===== config.mk =====
export PLATFORM = sky130hd
export DESIGN_NAME = keylink_rx
export DESIGN_NICKNAME = d
export VERILOG_FILES = /design/src/rtl/keylink_pkg.sv /design/src/rtl/keylink_ctrl.sv /design/src/rtl/keylink_dp.sv /design/src/rtl/keylink_rx.sv
export SDC_FILE = /design/constraint.sdc
export NUM_CORES = 1
export LEC_CHECK = 0
export ABC_AREA = 1
export BUFFER_PORTS_ARGS = -buffer_cell sky130_fd_sc_hd__buf_2
export CAP_MARGIN = 20
export CORE_UTILIZATION = 34
export DETAILED_ROUTE_END_ITERATION = 8
export GPL_ROUTABILITY_DRIVEN = 0
export PLACE_DENSITY_LB_ADDON = 0.15
export SKIP_CTS_REPAIR_TIMING = 1
export SLEW_MARGIN = 40
export SYNTH_ARGS = -nofsm -noshare
export SYNTH_HDL_FRONTEND = slang
export SYNTH_SLANG_ARGS = --single-unit

===== constraint.sdc =====
create_clock -name clk -period 4.53 [get_ports clk]
set_input_delay 0.6795 -clock clk [delete_from_list [all_inputs] [get_ports clk]]
set_output_delay 0.6795 -clock clk [all_outputs]
set_load 0.005 [all_outputs]

===== src/rtl/keylink_pkg.sv =====
package keylink_pkg;

  localparam int KL_BYTE_W   = 8;
  localparam int KL_LAST_BIT = 10;
  localparam int KL_CNT_W    = $clog2(KL_LAST_BIT + 1);
  localparam logic [KL_BYTE_W-1:0] KL_RESEND_BYTE = 8'hFE;

  typedef enum logic [1:0] {
    MODE_DROP   = 2'b00,
    MODE_KEY    = 2'b01,
    MODE_ANSWER = 2'b10,
    MODE_DROPX  = 2'b11
  } kl_mode_e;

  typedef struct packed {
    logic clear;
    logic shiftIn;
    logic takeParity;
    logic finish;
  } kl_strobe_t;

endpackage


===== src/rtl/keylink_ctrl.sv =====
module keylink_ctrl
  import keylink_pkg::*;
#(
  parameter int TIMEOUT_CYCLES = 100000
) (
  input  logic       clk,
  input  logic       rst_n,
  input  logic       rxEnable,
  input  logic       lineClkIn,
  input  logic       lineDatIn,
  output logic       clkHold,
  output logic       datBit,
  output kl_strobe_t strobe
);

  localparam int TW = $clog2(TIMEOUT_CYCLES + 1);
  localparam logic [TW-1:0] IDLE_LAST = TW'(TIMEOUT_CYCLES - 1);
  localparam logic [KL_CNT_W-1:0] CNT_LAST   = KL_CNT_W'(KL_LAST_BIT);
  localparam logic [KL_CNT_W-1:0] CNT_PARITY = KL_CNT_W'(KL_LAST_BIT - 1);

  logic [1:0] clkSync;
  logic [1:0] datSync;
  logic       clkPrev;
  logic       fallSeen;
  logic       timeoutHit;
  logic [KL_CNT_W-1:0] bitCnt;
  logic [TW-1:0]       idleCnt;

  // two-flop synchronisers, idle level is high
  always_ff @(posedge clk or negedge rst_n) begin
    if (!rst_n) begin
      clkSync <= 2'b11;
      datSync <= 2'b11;
      clkPrev <= 1'b1;
    end else begin
      clkSync <= {clkSync[0], lineClkIn};
      datSync <= {datSync[0], lineDatIn};
      clkPrev <= clkSync[1];
    end
  end

  assign fallSeen   = clkPrev & ~clkSync[1];
  assign datBit     = datSync[1];
  assign timeoutHit = (bitCnt != '0) && !fallSeen && (idleCnt == IDLE_LAST);

  always_comb begin
    strobe            = '0;
    strobe.clear      = !rxEnable || timeoutHit;
    strobe.shiftIn    = rxEnable && fallSeen && (bitCnt >= KL_CNT_W'(1)) && (bitCnt <= KL_CNT_W'(8));
    strobe.takeParity = rxEnable && fallSeen && (bitCnt == CNT_PARITY);
    strobe.finish     = rxEnable && fallSeen && (bitCnt == CNT_LAST);
  end

  always_ff @(posedge clk or negedge rst_n) begin
    if (!rst_n) begin
      bitCnt <= '0;
    end else if (strobe.clear) begin
      bitCnt <= '0;
    end else if (fallSeen) begin
      if (bitCnt == '0)
        bitCnt <= datBit ? '0 : KL_CNT_W'(1);
      else if (bitCnt == CNT_LAST)
        bitCnt <= '0;
      else
        bitCnt <= bitCnt + KL_CNT_W'(1);
    end
  end

  always_ff @(posedge clk or negedge rst_n) begin
    if (!rst_n)
      idleCnt <= '0;
    else if (bitCnt == '0 || fallSeen || timeoutHit)
      idleCnt <= '0;
    else
      idleCnt <= idleCnt + TW'(1);
  end

  always_ff @(posedge clk or negedge rst_n) begin
    if (!rst_n)
      clkHold <= 1'b1;
    else
      clkHold <= !rxEnable;
  end


  cnt_range_chk: assert property (@(posedge clk) disable iff (!rst_n)
    bitCnt <= CNT_LAST);


  hold_on_disable_chk: assert property (@(posedge clk) disable iff (!rst_n)
    !rxEnable |=> clkHold);


  clear_on_disable_chk: assert property (@(posedge clk) disable iff (!rst_n)
    !rxEnable |=> (bitCnt == '0));


  idle_drop_chk: assert property (@(posedge clk) disable iff (!rst_n)
    (bitCnt != '0 && !fallSeen && idleCnt == IDLE_LAST) |=> (bitCnt == '0));


  start_high_chk: assert property (@(posedge clk) disable iff (!rst_n)
    (rxEnable && bitCnt == '0 && fallSeen && datBit) |=> (bitCnt == '0));

endmodule


===== src/rtl/keylink_dp.sv =====
module keylink_dp
  import keylink_pkg::*;
(
  input  logic                 clk,
  input  logic                 rst_n,
  input  kl_strobe_t           strobe,
  input  logic                 datBit,
  input  logic [1:0]           rxMode,
  output logic [KL_BYTE_W-1:0] keyCode,
  output logic                 keyValid,
  output logic [KL_BYTE_W-1:0] answerCode,
  output logic                 answerValid,
  output logic                 parityErr,
  output logic                 frameErr
);

  logic [KL_BYTE_W-1:0] shiftReg;
  logic                 parBit;
  logic                 oddOk;
  logic [KL_BYTE_W-1:0] outByte;

  // LSB arrives first: shift in from the top so it ends at bit 0
  always_ff @(posedge clk or negedge rst_n) begin
    if (!rst_n) begin
      shiftReg <= '0;
      parBit   <= 1'b0;
    end else if (strobe.clear) begin
      shiftReg <= '0;
      parBit   <= 1'b0;
    end else begin
      if (strobe.shiftIn)    shiftReg <= {datBit, shiftReg[KL_BYTE_W-1:1]};
      if (strobe.takeParity) parBit   <= datBit;
    end
  end

  assign oddOk   = ^{shiftReg, parBit};
  assign outByte = oddOk ? shiftReg : KL_RESEND_BYTE;

  always_ff @(posedge clk or negedge rst_n) begin
    if (!rst_n) begin
      keyCode     <= '0;
      keyValid    <= 1'b0;
      answerCode  <= '0;
      answerValid <= 1'b0;
      parityErr   <= 1'b0;
      frameErr    <= 1'b0;
    end else begin
      keyValid    <= 1'b0;
      answerValid <= 1'b0;
      parityErr   <= 1'b0;
      frameErr    <= 1'b0;
      if (strobe.finish) begin
        if (!datBit) begin
          frameErr <= 1'b1;
        end else begin
          parityErr <= !oddOk;
          case (rxMode)
            MODE_KEY: begin
              keyCode  <= outByte;
              keyValid <= 1'b1;
            end
            MODE_ANSWER: begin
              answerCode  <= outByte;
              answerValid <= 1'b1;
            end
            default: ;
          endcase
        end
      end
    end
  end


  one_target_chk: assert property (@(posedge clk) disable iff (!rst_n)
    !(keyValid && answerValid));


  frame_err_no_valid_chk: assert property (@(posedge clk) disable iff (!rst_n)
    frameErr |-> (!keyValid && !answerValid));


  parity_err_byte_chk: assert property (@(posedge clk) disable iff (!rst_n)
    (parityErr && keyValid) |-> (keyCode == KL_RESEND_BYTE));


  key_pulse_chk: assert property (@(posedge clk) disable iff (!rst_n)
    keyValid |=> !keyValid);


  answer_pulse_chk: assert property (@(posedge clk) disable iff (!rst_n)
    answerValid |=> !answerValid);

endmodule


===== src/rtl/keylink_rx.sv =====
module keylink_rx
  import keylink_pkg::*;
#(
  parameter int TIMEOUT_CYCLES = 100000
) (
  input  logic       clk,
  input  logic       rst_n,
  input  logic       rxEnable,
  input  logic [1:0] rxMode,
  input  logic       lineClkIn,
  input  logic       lineDatIn,
  output logic       lineClkHold,
  output logic [7:0] keyCode,
  output logic       keyValid,
  output logic [7:0] answerCode,
  output logic       answerValid,
  output logic       parityErr,
  output logic       frameErr
);

  kl_strobe_t strobe;
  logic       datBit;

  keylink_ctrl #(
    .TIMEOUT_CYCLES(TIMEOUT_CYCLES)
  ) ctrl_i (
    .clk      (clk),
    .rst_n    (rst_n),
    .rxEnable (rxEnable),
    .lineClkIn(lineClkIn),
    .lineDatIn(lineDatIn),
    .clkHold  (lineClkHold),
    .datBit   (datBit),
    .strobe   (strobe)
  );

  keylink_dp dp_i (
    .clk        (clk),
    .rst_n      (rst_n),
    .strobe     (strobe),
    .datBit     (datBit),
    .rxMode     (rxMode),
    .keyCode    (keyCode),
    .keyValid   (keyValid),
    .answerCode (answerCode),
    .answerValid(answerValid),
    .parityErr  (parityErr),
    .frameErr   (frameErr)
  );

endmodule


==> insert_results.sql, run 1 <==
INSERT INTO impl_metrics (metric_group, metric, value, unit) VALUES
('outcome', 'run_status', 'completed', ''),
('worst_hold_path', 'worstHoldPathCells', '0', ''),
('finish', 'drive_gt1_share', '17.1', '%'),
('logic_synthesis', 'syn-instance-count', '338', ''),
('timing', 'worst_slew_pin_slew', '0.689', 'ns'),
('setup_path', 'ordered_cell_list_for_the_critical_path', 'nand2_1, nor2_2, nand3_4, nor2_8, nand2_2, nand2_1, nand2_1', ''),
('timing', 'grt_setup_unrepaired', 'no', ''),
('logic_synthesis', 'syn_avg_cell_area', '8.18', 'µm²'),
('pwr', 'combPwrFrac', '4.4', '%'),
('timing', 'period_needed', '1.97', 'ns'),
('global_route', 'grt_first_pass_wirelength', '9.68', 'mm'),
('setup_path', 'worst_setup_path_end_kind', 'register', ''),
('finish', 'final-instance-count-excl-fill', '471', ''),
('routing', 'finalWirelength', '5.49', 'mm'),
('setup_path', 'worst-setup-path-type', 'reg -> reg', ''),
('timing', 'clock_skew', '0.00728', 'ns'),
('logic_synthesis', 'synth_top_area_share', '45.2', '%'),
('logic_synthesis', 'synth-warning-count', '0', ''),
('setup_path', 'cp_top_family', 'simple AND/OR/NAND/NOR gates', ''),
('placed_design', 'place.detailed.hpwl', '3.94', 'mm'),
('die', 'die_height', '92.2', 'µm'),
('clock_tree', 'clkTransAtPathRegs', '0.10', 'ns'),
('global_route', 'grt_overflow', '0', ''),
('routing', 'drcViolationCount', '0', ''),
('timing', 'totalNegativeSetupSlack', '0', 'ns'),
('clock_tree', 'clock_path_buffers', '2', ''),
('setup_path', 'cp.buffers_inverters', '0', ''),
('setup_path', 'crit_required', '4.74', 'ns'),
('timing', 'max_freq', '508', 'MHz'),
('job', 'max-cap-violations', '0', ''),
('global_route', 'grt_pass1_vias', '2074', ''),
('routing', 'routed-via-count', '2164', ''),
('timing', 'period_share', '43.4', '%'),
('timing', 'setup_violations', '0', ''),
('clock_tree', 'cts_root_buf', 'sky130_fd_sc_hd__clkbuf_8', ''),
('setup_path', 'cp_common_cell', 'sky130_fd_sc_hd__nand2_1', ''),
('timing', 'slew-limit-headroom', '54.1', '%'),
('pwr', 'power.internal', '0.621', 'mW'),
('global_route', 'grt_antenna_before_repair', '0', ''),
('routing', 'first_pass_iters', '4', ''),
('setup_path', 'count_of_cell_instances_traversed_by_the_critical_path', '7', ''),
('setup_path', 'crit_fanout', '19', ''),
('logic_synthesis', 'portion_of_the_post_synthesis_area_used_by_sequential_elements', '51.0', '%'),
('die', 'initial_core_util', '35.4', '%'),
('worst_hold_path', 'timing.hold.worst.class', 'reg -> reg', ''),
('finish', 'layout_common_cells', 'sky130_fd_sc_hd__nand2_1, sky130_fd_sc_hd__nor2_1, sky130_fd_sc_hd__dfrtp_1, sky130_fd_sc_hd__inv_1, sky130_fd_sc_hd__buf_2', ''),
('setup_path', 'max_stage_delay', '0.52', 'ns'),
('logic_synthesis', 'synthesized_flop_and_latch_total', '56', ''),
('timing', 'hold_viol', '0', ''),
('clock_tree', 'tritoncts.num_buffers', '5', ''),
('setup_path', 'worst_ep_arrival_time', '2.18', 'ns'),
('pwr', 'share_seq_of_total_power', '62.2', '%'),
('routing', 'drtAntennaViolNets', '0', ''),
('die', 'ioPinCount', '28', ''),
('die', 'fp.coreArea', '7810', 'µm²'),
('pwr', 'report.power.total', '0.818', 'mW'),
('finish', 'design.final.nets', '377', ''),
('routing', 'wire_per_inst', '11.7', 'µm'),
('finish', 'syn_to_final_growth', '11.7', '%'),
('logic_synthesis', 'synth_fp_nets', '347', ''),
('global_route', 'largest_net_degree_at_the_start_of_global_routing', '57', ''),
('routing', 'initialDrtViolationCount', '70', ''),
('clock_tree', 'insertion_delay_of_the_later_clocked_pin_in_the_worst_skew_pair', '0.31', 'ns'),
('finish', 'layout.cells.most_common', 'sky130_fd_sc_hd__nand2_1', ''),
('global_route', 'gr-usage-all-layers', '14.5', '%'),
('setup_path', 'element_type_at_the_critical_path_start', 'register', ''),
('pwr', 'ir_drop', '0.129', 'mV'),
('placed_design', 'place.port_buffers', '27', ''),
('timing', 'finalMaxSlewViolations', '0', ''),
('clock_tree', 'num_clock_sinks', '56', ''),
('die', 'fp-row-count', '32', '');
worst register-to-register path, stage by stage (launching register included):
cell                      delay (ns)
sky130_fd_sc_hd__dfstp_2        0.52
sky130_fd_sc_hd__nand2_1        0.09
sky130_fd_sc_hd__nor2_2         0.47
sky130_fd_sc_hd__nand3_4        0.19
sky130_fd_sc_hd__nor2_8         0.27
sky130_fd_sc_hd__nand2_2        0.17
sky130_fd_sc_hd__nand2_1        0.10
sky130_fd_sc_hd__nand2_1        0.06
final timing paths:
check | slack, ns | end | from
max reg2reg | 2.56 | dp_i.keyCode[3] | ctrl_i.clkPrev
max | 2.56 | dp_i.keyCode[3] | ctrl_i.clkPrev
min in group asynchronous | 0.49 | ctrl_i.idleCnt[0] | rst_n
min reg2reg | 0.36 | ctrl_i.datSync[1] | ctrl_i.datSync[0]
max in group asynchronous | 3.59 | dp_i.shiftReg[0] | rst_n
min | 0.36 | ctrl_i.datSync[1] | ctrl_i.datSync[0]
power groups by stage:
stage	logic (mW)	clock network [mW]	registers (mW)
2_1_floorplan	0.0198	0	0.518
3_3_place_gp	0.0368	0	0.518
3_5_place_dp	0.0372	0	0.518
4_1_cts	0.0371	0.286	0.509
5_1_grt	0.0418	0.310	0.510
6_report	0.0356	0.273	0.509
registers in the layout (all words and copies together) (netlist names):
| register | count |
|---|---|
| ctrl_i.bitCnt | 4 |
| ctrl_i.clkHold | 1 |
| ctrl_i.clkPrev | 1 |
| ctrl_i.clkSync | 2 |
| ctrl_i.datSync | 2 |
| ctrl_i.idleCnt | 17 |
| dp_i.answerCode | 8 |
| dp_i.answerValid | 1 |
| dp_i.frameErr | 1 |
| dp_i.keyCode | 8 |
| dp_i.keyValid | 1 |
| dp_i.parBit | 1 |
| dp_i.parityErr | 1 |
| dp_i.shiftReg | 8 |
cell usage after synthesis:
cell,n
sky130_fd_sc_hd__inv_1,30
sky130_fd_sc_hd__a22oi_1,1
sky130_fd_sc_hd__nand3b_1,2
sky130_fd_sc_hd__nor3_2,1
sky130_fd_sc_hd__nand4_1,12
sky130_fd_sc_hd__o21bai_1,1
sky130_fd_sc_hd__xnor2_1,9
sky130_fd_sc_hd__nand2_2,3
sky130_fd_sc_hd__dfstp_2,6
sky130_fd_sc_hd__and2_1,1
sky130_fd_sc_hd__inv_2,5
sky130_fd_sc_hd__ha_1,2
sky130_fd_sc_hd__nor3_1,2
sky130_fd_sc_hd__buf_4,1
sky130_fd_sc_hd__nand3_4,1
sky130_fd_sc_hd__nor2_2,2
sky130_fd_sc_hd__nor2_4,1
sky130_fd_sc_hd__nor2_1,59
sky130_fd_sc_hd__a21oi_1,2
sky130_fd_sc_hd__o21ai_0,2
sky130_fd_sc_hd__nor2_8,1
sky130_fd_sc_hd__nand3_2,1
sky130_fd_sc_hd__nand2_1,96
sky130_fd_sc_hd__buf_6,1
sky130_fd_sc_hd__xor2_1,11
sky130_fd_sc_hd__or2_2,6
sky130_fd_sc_hd__buf_2,3
sky130_fd_sc_hd__nand3_1,26
sky130_fd_sc_hd__dfrtp_1,50
per-layer routing:
metal / global-route usage, % / wire (µm)
met3: 2.74 / 194
met5: 0 / 0
met1: 19.8 / 2830
met2: 23.3 / 2390
met4: 4.43 / 71
cell families (layout without fill, tap and decap cells):
kind of cell | Yosys count | after routing | synth area share [%]
adder cells (fa/ha/maj) | 2 | 2 | 0.905
XOR/XNOR | 20 | 20 | 6.33
AO/OA/AOI/OAI | 6 | 6 | 1.27
flip-flops | 56 | 56 | 51.0
buffers and inverters | 40 | 71 | 5.97
AND/OR/NAND/NOR | 214 | 214 | 34.6
through the flow:
step	setup slack [ns]	util, %	hold slack [ns]	cell area [µm²]
global placement	2.39	38.4	0.346	3000
detailed placement	2.34	38.4	0.347	3000
floorplan	2.83	-	0.345	2770
finish	2.56	39.6	0.362	3090
CTS	2.56	39.6	0.363	3090
global route	2.38	39.6	0.370	3090
final cells by class:
class,count,area [µm²],area share (%)
Sequential cell,56,1410,45.6
Multi-Input combinational cell,242,1190,38.6
Timing Repair Buffer,28,143,4.62
Inverter,35,131,4.25
Tap cell,102,128,4.13
Clock buffer,5,68.8,2.23
Clock inverter,3,18.8,0.608
Power figures use the tool's default switching activity.
==> run 2: changes to the inputs <==
- clock period: 4.53 -> 1.9 ns (I/O delays scaled with it)
==> insert_results.sql, run 2 (synthesis results as in run 1) <==
INSERT INTO impl_metrics (metric_group, metric, value, unit) VALUES
('outcome', 'run_status', 'completed', ''),
('pwr', 'share_seq_of_total_power', '56.8', '%'),
('pwr', 'combPwrFrac', '4.9', '%'),
('pwr', 'report.power.total', '2.14', 'mW'),
('clock_tree', 'tritoncts.num_buffers', '5', ''),
('die', 'ioPinCount', '28', ''),
('routing', 'drcViolationCount', '0', ''),
('setup_path', 'cp.buffers_inverters', '0', ''),
('setup_path', 'crit_fanout', '8', ''),
('finish', 'final-instance-count-excl-fill', '484', ''),
('finish', 'number_of_flip_flops_under_the_largest_register_name', '17', ''),
('pwr', 'sw_frac_of_total', '23.4', '%'),
('routing', 'drtAntennaViolNets', '0', ''),
('placed_design', 'place.detailed.hpwl', '4.11', 'mm'),
('clock_tree', 'clock_path_buffers', '2', ''),
('finish', 'drive_gt1_share', '21.2', '%'),
('global_route', 'grt_util_met1', '19.9', '%'),
('setup_path', 'crit_required', '2.12', 'ns'),
('clock_tree', 'tritoncts', 'yes', ''),
('finish', 'layout.cells.most_common', 'sky130_fd_sc_hd__nand2_1', ''),
('finish', 'postLayoutCoreUtil', '42.1', '%'),
('timing', 'clock_skew', '0.0124', 'ns'),
('timing', 'period_share', '93.0', '%'),
('pwr', 'power-per-cell-area', '650', 'nW/µm²'),
('setup_path', 'cp_common_cell', 'sky130_fd_sc_hd__nand2_1', ''),
('timing', 'period_needed', '1.77', 'ns'),
('setup_path', 'worst_setup_path_end_kind', 'register', ''),
('pwr', 'power.internal', '1.64', 'mW'),
('timing', 'setup_violations', '0', ''),
('routing', 'first_pass_iters', '4', ''),
('clock_tree', 'insertion_delay_of_the_later_clocked_pin_in_the_worst_skew_pair', '0.32', 'ns'),
('setup_path', 'max_stage_delay', '0.42', 'ns'),
('finish', 'fill_cells', '822', ''),
('finish', 'top_register', 'ctrl_i.idleCnt', ''),
('die', 'die_width', '92.2', 'µm'),
('global_route', 'grt_antenna_before_repair', '0', ''),
('timing', 'max_freq', '566', 'MHz'),
('die', 'fp.coreArea', '7810', 'µm²'),
('global_route', 'largest_net_degree_at_the_start_of_global_routing', '27', ''),
('setup_path', 'worst_ep_arrival_time', '1.99', 'ns'),
('timing', 'slew-limit-headroom', '63.4', '%'),
('timing', 'totalNegativeSetupSlack', '0', 'ns'),
('timing', 'worst_slew_pin_slew', '0.549', 'ns'),
('global_route', 'met3_usage', '2.74', '%'),
('routing', 'initialDrtViolationCount', '118', ''),
('global_route', 'grt_overflow', '0', ''),
('finish', 'layout_common_cells', 'sky130_fd_sc_hd__nand2_1, sky130_fd_sc_hd__nor2_1, sky130_fd_sc_hd__dfrtp_1, sky130_fd_sc_hd__inv_1, sky130_fd_sc_hd__buf_2', ''),
('finish', 'area.sequential', '1410', 'µm²'),
('die', 'die_height', '92.2', 'µm'),
('worst_hold_path', 'timing.hold.worst.class', 'in -> reg', ''),
('setup_path', 'cp_top_family', 'simple AND/OR/NAND/NOR gates', ''),
('clock_tree', 'num_clock_sinks', '56', ''),
('pwr', 'static_leakage', '1.59', 'nW'),
('setup_path', 'worst-setup-path-type', 'reg -> reg', ''),
('pwr', 'switching_power', '0.499', 'mW'),
('die', 'fp-row-count', '32', ''),
('finish', 'design.final.nets', '390', ''),
('finish', 'diodes', '0', ''),
('clock_tree', 'clkTransAtPathRegs', '0.11', 'ns'),
('routing', 'finalWirelength', '5.60', 'mm'),
('global_route', 'grt_pass1_vias', '2170', ''),
('die', 'initial_core_util', '35.4', '%'),
('global_route', 'gr-usage-met2', '23.4', '%'),
('routing', 'routed-via-count', '2197', ''),
('setup_path', 'ordered_cell_list_for_the_critical_path', 'xnor2_2, xor2_1, nand2_1, nand2_1, ha_4, or2_2, nand3_1, nand2_1', ''),
('finish', 'syn_to_final_growth', '18.8', '%'),
('finish', 'multi_input_logic_area', '1230', 'µm²'),
('global_route', 'busiest_layer', 'met2', ''),
('pwr', 'portion_of_total_power_attributed_to_the_clock_network', '38.3', '%'),
('global_route', 'gr-usage-all-layers', '14.5', '%'),
('setup_path', 'element_type_at_the_critical_path_start', 'register', ''),
('routing', 'wire_per_inst', '11.6', 'µm'),
('die', 'area_of_the_die', '8500', 'µm²'),
('placed_design', 'place_inst', '475', ''),
('clock_tree', 'cts_max_level', '2', ''),
('timing', 'hold_viol', '0', ''),
('job', 'max-cap-violations', '0', ''),
('clock_tree', 'cts_root_buf', 'sky130_fd_sc_hd__clkbuf_8', ''),
('timing', 'grt_setup_unrepaired', 'no', ''),
('setup_path', 'critical_path.slowest_cell', 'sky130_fd_sc_hd__dfrtp_1', ''),
('routing', 'vias_per_cell', '4.54', ''),
('pwr', 'ir_drop', '0.323', 'mV'),
('global_route', 'grt_first_pass_wirelength', '9.92', 'mm'),
('placed_design', 'place.port_buffers', '27', ''),
('timing', 'finalMaxSlewViolations', '0', '');
-- run 2: cell count changes in the layout (fill, tap and decap cells not counted), moves of 2 or more --
cell                       delta
sky130_fd_sc_hd__buf_4       +10
sky130_fd_sc_hd__xnor2_1      -4
sky130_fd_sc_hd__xnor2_2      +4
sky130_fd_sc_hd__buf_12       +2
sky130_fd_sc_hd__clkinv_2     -2
-- run 2: worst register-to-register path, stage by stage (launching register included) --
cell and delay (ns):
sky130_fd_sc_hd__dfrtp_1 0.42, sky130_fd_sc_hd__xnor2_2 0.23, sky130_fd_sc_hd__xor2_1 0.17, sky130_fd_sc_hd__nand2_1 0.06, sky130_fd_sc_hd__nand2_1 0.09, sky130_fd_sc_hd__ha_4 0.22
sky130_fd_sc_hd__or2_2 0.30, sky130_fd_sc_hd__nand3_1 0.11, sky130_fd_sc_hd__nand2_1 0.06
-- run 2: final timing paths --
kind | startpoint | end | slack [ns] | depth (start not counted)
setup / recovery | dp_i.shiftReg[1] | dp_i.answerCode[3] | 0.13 | 8
hold / removal | lineClkIn | ctrl_i.clkSync[0] | 0.05 | 1
setup reg to reg | dp_i.shiftReg[1] | dp_i.answerCode[3] | 0.13 | 8
hold reg to reg | ctrl_i.datSync[0] | ctrl_i.datSync[1] | 0.36 | 0
max in group asynchronous | rst_n | ctrl_i.datSync[1] | 0.79 | 3
min in group asynchronous | rst_n | ctrl_i.idleCnt[2] | 0.48 | 2
-- run 2: power groups by stage --
stage	Sequential [mW]	Clock, mW	Combinational, mW
2_1_floorplan	1.23	0	0.0472
3_3_place_gp	1.24	0	0.107
3_5_place_dp	1.24	0	0.107
4_1_cts	1.21	0.845	0.107
5_1_grt	1.22	0.900	0.120
6_report	1.21	0.817	0.105
-- run 2: area by class of cell --
class	instances	share of cell area [%]
clock buffers	5	2.09
flip-flops and latches	56	42.9
multi-input cells	242	37.5
clock inverters	3	1.41
repair buffers	41	8.15
inverters	35	4.00
well taps	102	3.88
-- run 2: metal layers --
metal | wire, µm | share of wire, % | vias to the layer above
li1 | - | - | 1136
met1 | 2770 | 49 | 1010
met2 | 2550 | 46 | 46
met3 | 223 | 4.0 | 5
met4 | 59 | 1.1 | 0
met5 | 0 | 0 | -
-- run 2: through the flow --
| step | setup WS [ns] | hold WS (ns) | cell area [µm²] |
|---|---|---|---|
| 2_1_floorplan | 0.198 | -0.0106 | 2770 |
| 3_3_place_gp | 0.0399 | 0.306 | 3120 |
| 3_5_place_dp | 0.0310 | 0.300 | 3120 |
| 4_1_cts | 0.0220 | -0.0603 | 3230 |
| 5_1_grt | 0.00758 | 0.0351 | 3290 |
| 6_report | 0.133 | 0.0549 | 3290 |
==> run 3: changes to the inputs <==
- CTS_BUF_LIST: not set -> sky130_fd_sc_hd__clkbuf_16
==> insert_results.sql, run 3 (synthesis results as in run 1) <==
INSERT INTO impl_metrics (metric_group, metric, value, unit) VALUES
('outcome', 'run_status', 'complete, but fails checks', ''),
('outcome', 'violations', 'negative hold slack', ''),
('timing', 'fin_ws', '0.109', 'ns'),
('routing', 'first_pass_iters', '5', ''),
('setup_path', 'element_type_at_the_critical_path_start', 'register', ''),
('pwr', 'static_leakage', '1.61', 'nW'),
('finish', 'area.sequential', '1410', 'µm²'),
('clock_tree', 'clock_path_buffers', '2', ''),
('finish', 'top_register', 'ctrl_i.idleCnt', ''),
('timing', 'period_needed', '1.79', 'ns'),
('timing', 'hold_viol', '19', ''),
('finish', 'design.final.nets', '389', ''),
('die', 'fp-row-count', '32', ''),
('global_route', 'grt_pass1_vias', '2165', ''),
('timing', 'totalNegativeSetupSlack', '0', 'ns'),
('timing', 'slew-limit-headroom', '62.8', '%'),
('timing', 'finalMaxSlewViolations', '0', ''),
('global_route', 'grt_antenna_before_repair', '0', ''),
('timing', 'max_freq', '558', 'MHz'),
('setup_path', 'crit_fanout', '8', ''),
('timing', 'worst_slew_pin_slew', '0.557', 'ns'),
('job', 'max-cap-violations', '0', ''),
('clock_tree', 'num_clock_sinks', '56', ''),
('clock_tree', 'cts_max_level', '2', ''),
('finish', 'fill_cells', '814', ''),
('clock_tree', 'cts_root_buf', 'sky130_fd_sc_hd__clkbuf_16', ''),
('setup_path', 'crit_required', '2.09', 'ns'),
('finish', 'diodes', '0', ''),
('setup_path', 'worst_setup_path_end_kind', 'register', ''),
('die', 'area_of_the_die', '8500', 'µm²'),
('global_route', 'gr-usage-all-layers', '14.6', '%'),
('setup_path', 'timing.reg2reg.worst_path_depth', '8', ''),
('routing', 'vias_per_cell', '4.54', ''),
('placed_design', 'place.port_buffers', '27', ''),
('setup_path', 'destination_of_the_worst_register_to_register_timing_path', 'dp_i.answerCode[3]', ''),
('finish', 'multi_input_logic_area', '1230', 'µm²'),
('placed_design', 'place.detailed.hpwl', '4.11', 'mm'),
('setup_path', 'critical_path.reg2reg.startpoint', 'dp_i.shiftReg[3]', ''),
('setup_path', 'critical_path.slowest_cell', 'sky130_fd_sc_hd__dfrtp_1', ''),
('placed_design', 'dp_slack', '0.0310', 'ns'),
('global_route', 'largest_net_degree_at_the_start_of_global_routing', '27', ''),
('die', 'ioPinCount', '28', ''),
('die', 'initial_core_util', '35.4', '%'),
('finish', 'syn_to_final_growth', '20.5', '%'),
('timing', 'clock_skew', '0.00849', 'ns'),
('finish', 'number_of_flip_flops_under_the_largest_register_name', '17', ''),
('setup_path', 'cp.buffers_inverters', '0', ''),
('setup_path', 'ordered_cell_list_for_the_critical_path', 'xnor2_2, xor2_1, nand2_1, nand2_1, ha_4, or2_2, nand3_1, nand2_1', ''),
('die', 'die_height', '92.2', 'µm'),
('die', 'die_width', '92.2', 'µm'),
('clock_tree', 'tritoncts.num_buffers', '5', ''),
('setup_path', 'count_of_cell_instances_traversed_by_the_critical_path', '8', ''),
('timing', 'setup_violations', '0', ''),
('clock_tree', 'clkTransAtPathRegs', '0.08', 'ns'),
('routing', 'routed-via-count', '2191', ''),
('clock_tree', 'insertion_delay_of_the_later_clocked_pin_in_the_worst_skew_pair', '0.29', 'ns'),
('routing', 'initialDrtViolationCount', '116', ''),
('worst_hold_path', 'timing.hold.worst.class', 'in -> async', ''),
('routing', 'drcViolationCount', '0', ''),
('die', 'fp.coreArea', '7810', 'µm²'),
('global_route', 'grt_overflow', '0', ''),
('finish', 'layout_common_cells', 'sky130_fd_sc_hd__nand2_1, sky130_fd_sc_hd__nor2_1, sky130_fd_sc_hd__dfrtp_1, sky130_fd_sc_hd__inv_1, sky130_fd_sc_hd__buf_2', ''),
('setup_path', 'cp_common_cell', 'sky130_fd_sc_hd__nand2_1', ''),
('setup_path', 'worst-setup-path-type', 'reg -> reg', ''),
('setup_path', 'cp_top_family', 'simple AND/OR/NAND/NOR gates', ''),
('finish', 'layout.cells.most_common', 'sky130_fd_sc_hd__nand2_1', ''),
('setup_path', 'worstSetupStartpoint', 'dp_i.shiftReg[3]', ''),
('timing', 'period_share', '94.3', '%'),
('timing', 'fin_hold_ws', '-0.0258', 'ns'),
('setup_path', 'max_stage_delay', '0.42', 'ns'),
('setup_path', 'worst_ep_arrival_time', '1.98', 'ns'),
('pwr', 'power-per-cell-area', '716', 'nW/µm²'),
('routing', 'finalWirelength', '5.62', 'mm'),
('finish', 'drive_gt1_share', '21.0', '%'),
('setup_path', 'endpoint', 'dp_i.answerCode[3]', ''),
('clock_tree', 'tritoncts', 'yes', ''),
('setup_path', 'rrSetupSlack', '0.11', 'ns'),
('pwr', 'ir_drop', '0.369', 'mV'),
('routing', 'wire_per_inst', '11.6', 'µm'),
('global_route', 'grt_first_pass_wirelength', '9.88', 'mm'),
('routing', 'drtAntennaViolNets', '0', '');
-- run 3: cell count changes in the layout (fill, tap and decap cells not counted), sizes merged --
cell         previous run  this run
dlygate4sd3             1         0
-- run 3: through the flow --
step	instances	instance area [µm²]	utilization (%)	power (mW)	hold slack (ns)
2_1_floorplan	338	2770	-	1.28	-0.0106
6_report	483	3330	42.7	2.39	-0.0258
3_3_place_gp	475	3120	39.9	1.34	0.306
3_5_place_dp	475	3120	39.9	1.34	0.300
4_1_cts	483	3290	42.1	2.42	-0.0221
5_1_grt	483	3330	42.7	2.48	0.00558
-- run 3: area by class of cell --
class	count	area share, %
flip-flops and latches	56	42.3
inverters	35	3.94
well taps	102	3.83
repair buffers	40	7.74
clock buffers	5	3.76
clock inverters	3	1.39
multi-input cells	242	37.0
-- run 3: layer usage --
layer	routed length, µm	track usage [%]	up-vias	part of all wire (%)
met1	2810	19.9	996	50
li1	-	-	1140	-
met3	246	3.23	7	4.4
met4	57	4.17	0	1.0
met2	2510	23.3	48	45
met5	0	0	-	0
-- run 3: worst min-delay path by stage --
stage	startpoint	depth (start not counted)	slack, ns	endpoint
after floorplan	rst_n	0	-0.01	ctrl_i.bitCnt[0]
after global placement	rst_n	1	0.31	ctrl_i.idleCnt[2]
after detailed placement	rst_n	1	0.30	ctrl_i.idleCnt[3]
after CTS	rst_n	1	-0.02	ctrl_i.idleCnt[3]
after global routing	rst_n	1	0.006	ctrl_i.idleCnt[3]
final	rst_n	1	-0.03	ctrl_i.idleCnt[2]
-- run 3: report_power, final --
| group | switching, mW | internal, mW | leakage, nW | total [mW] |
|---|---|---|---|---|
| registers | 0.00706 | 1.21 | 0.761 | 1.21 |
| clock network | 0.442 | 0.628 | 0.0804 | 1.07 |
| logic | 0.0726 | 0.0314 | 0.770 | 0.104 |
| total | 0.522 | 1.86 | 1.61 | 2.39 |
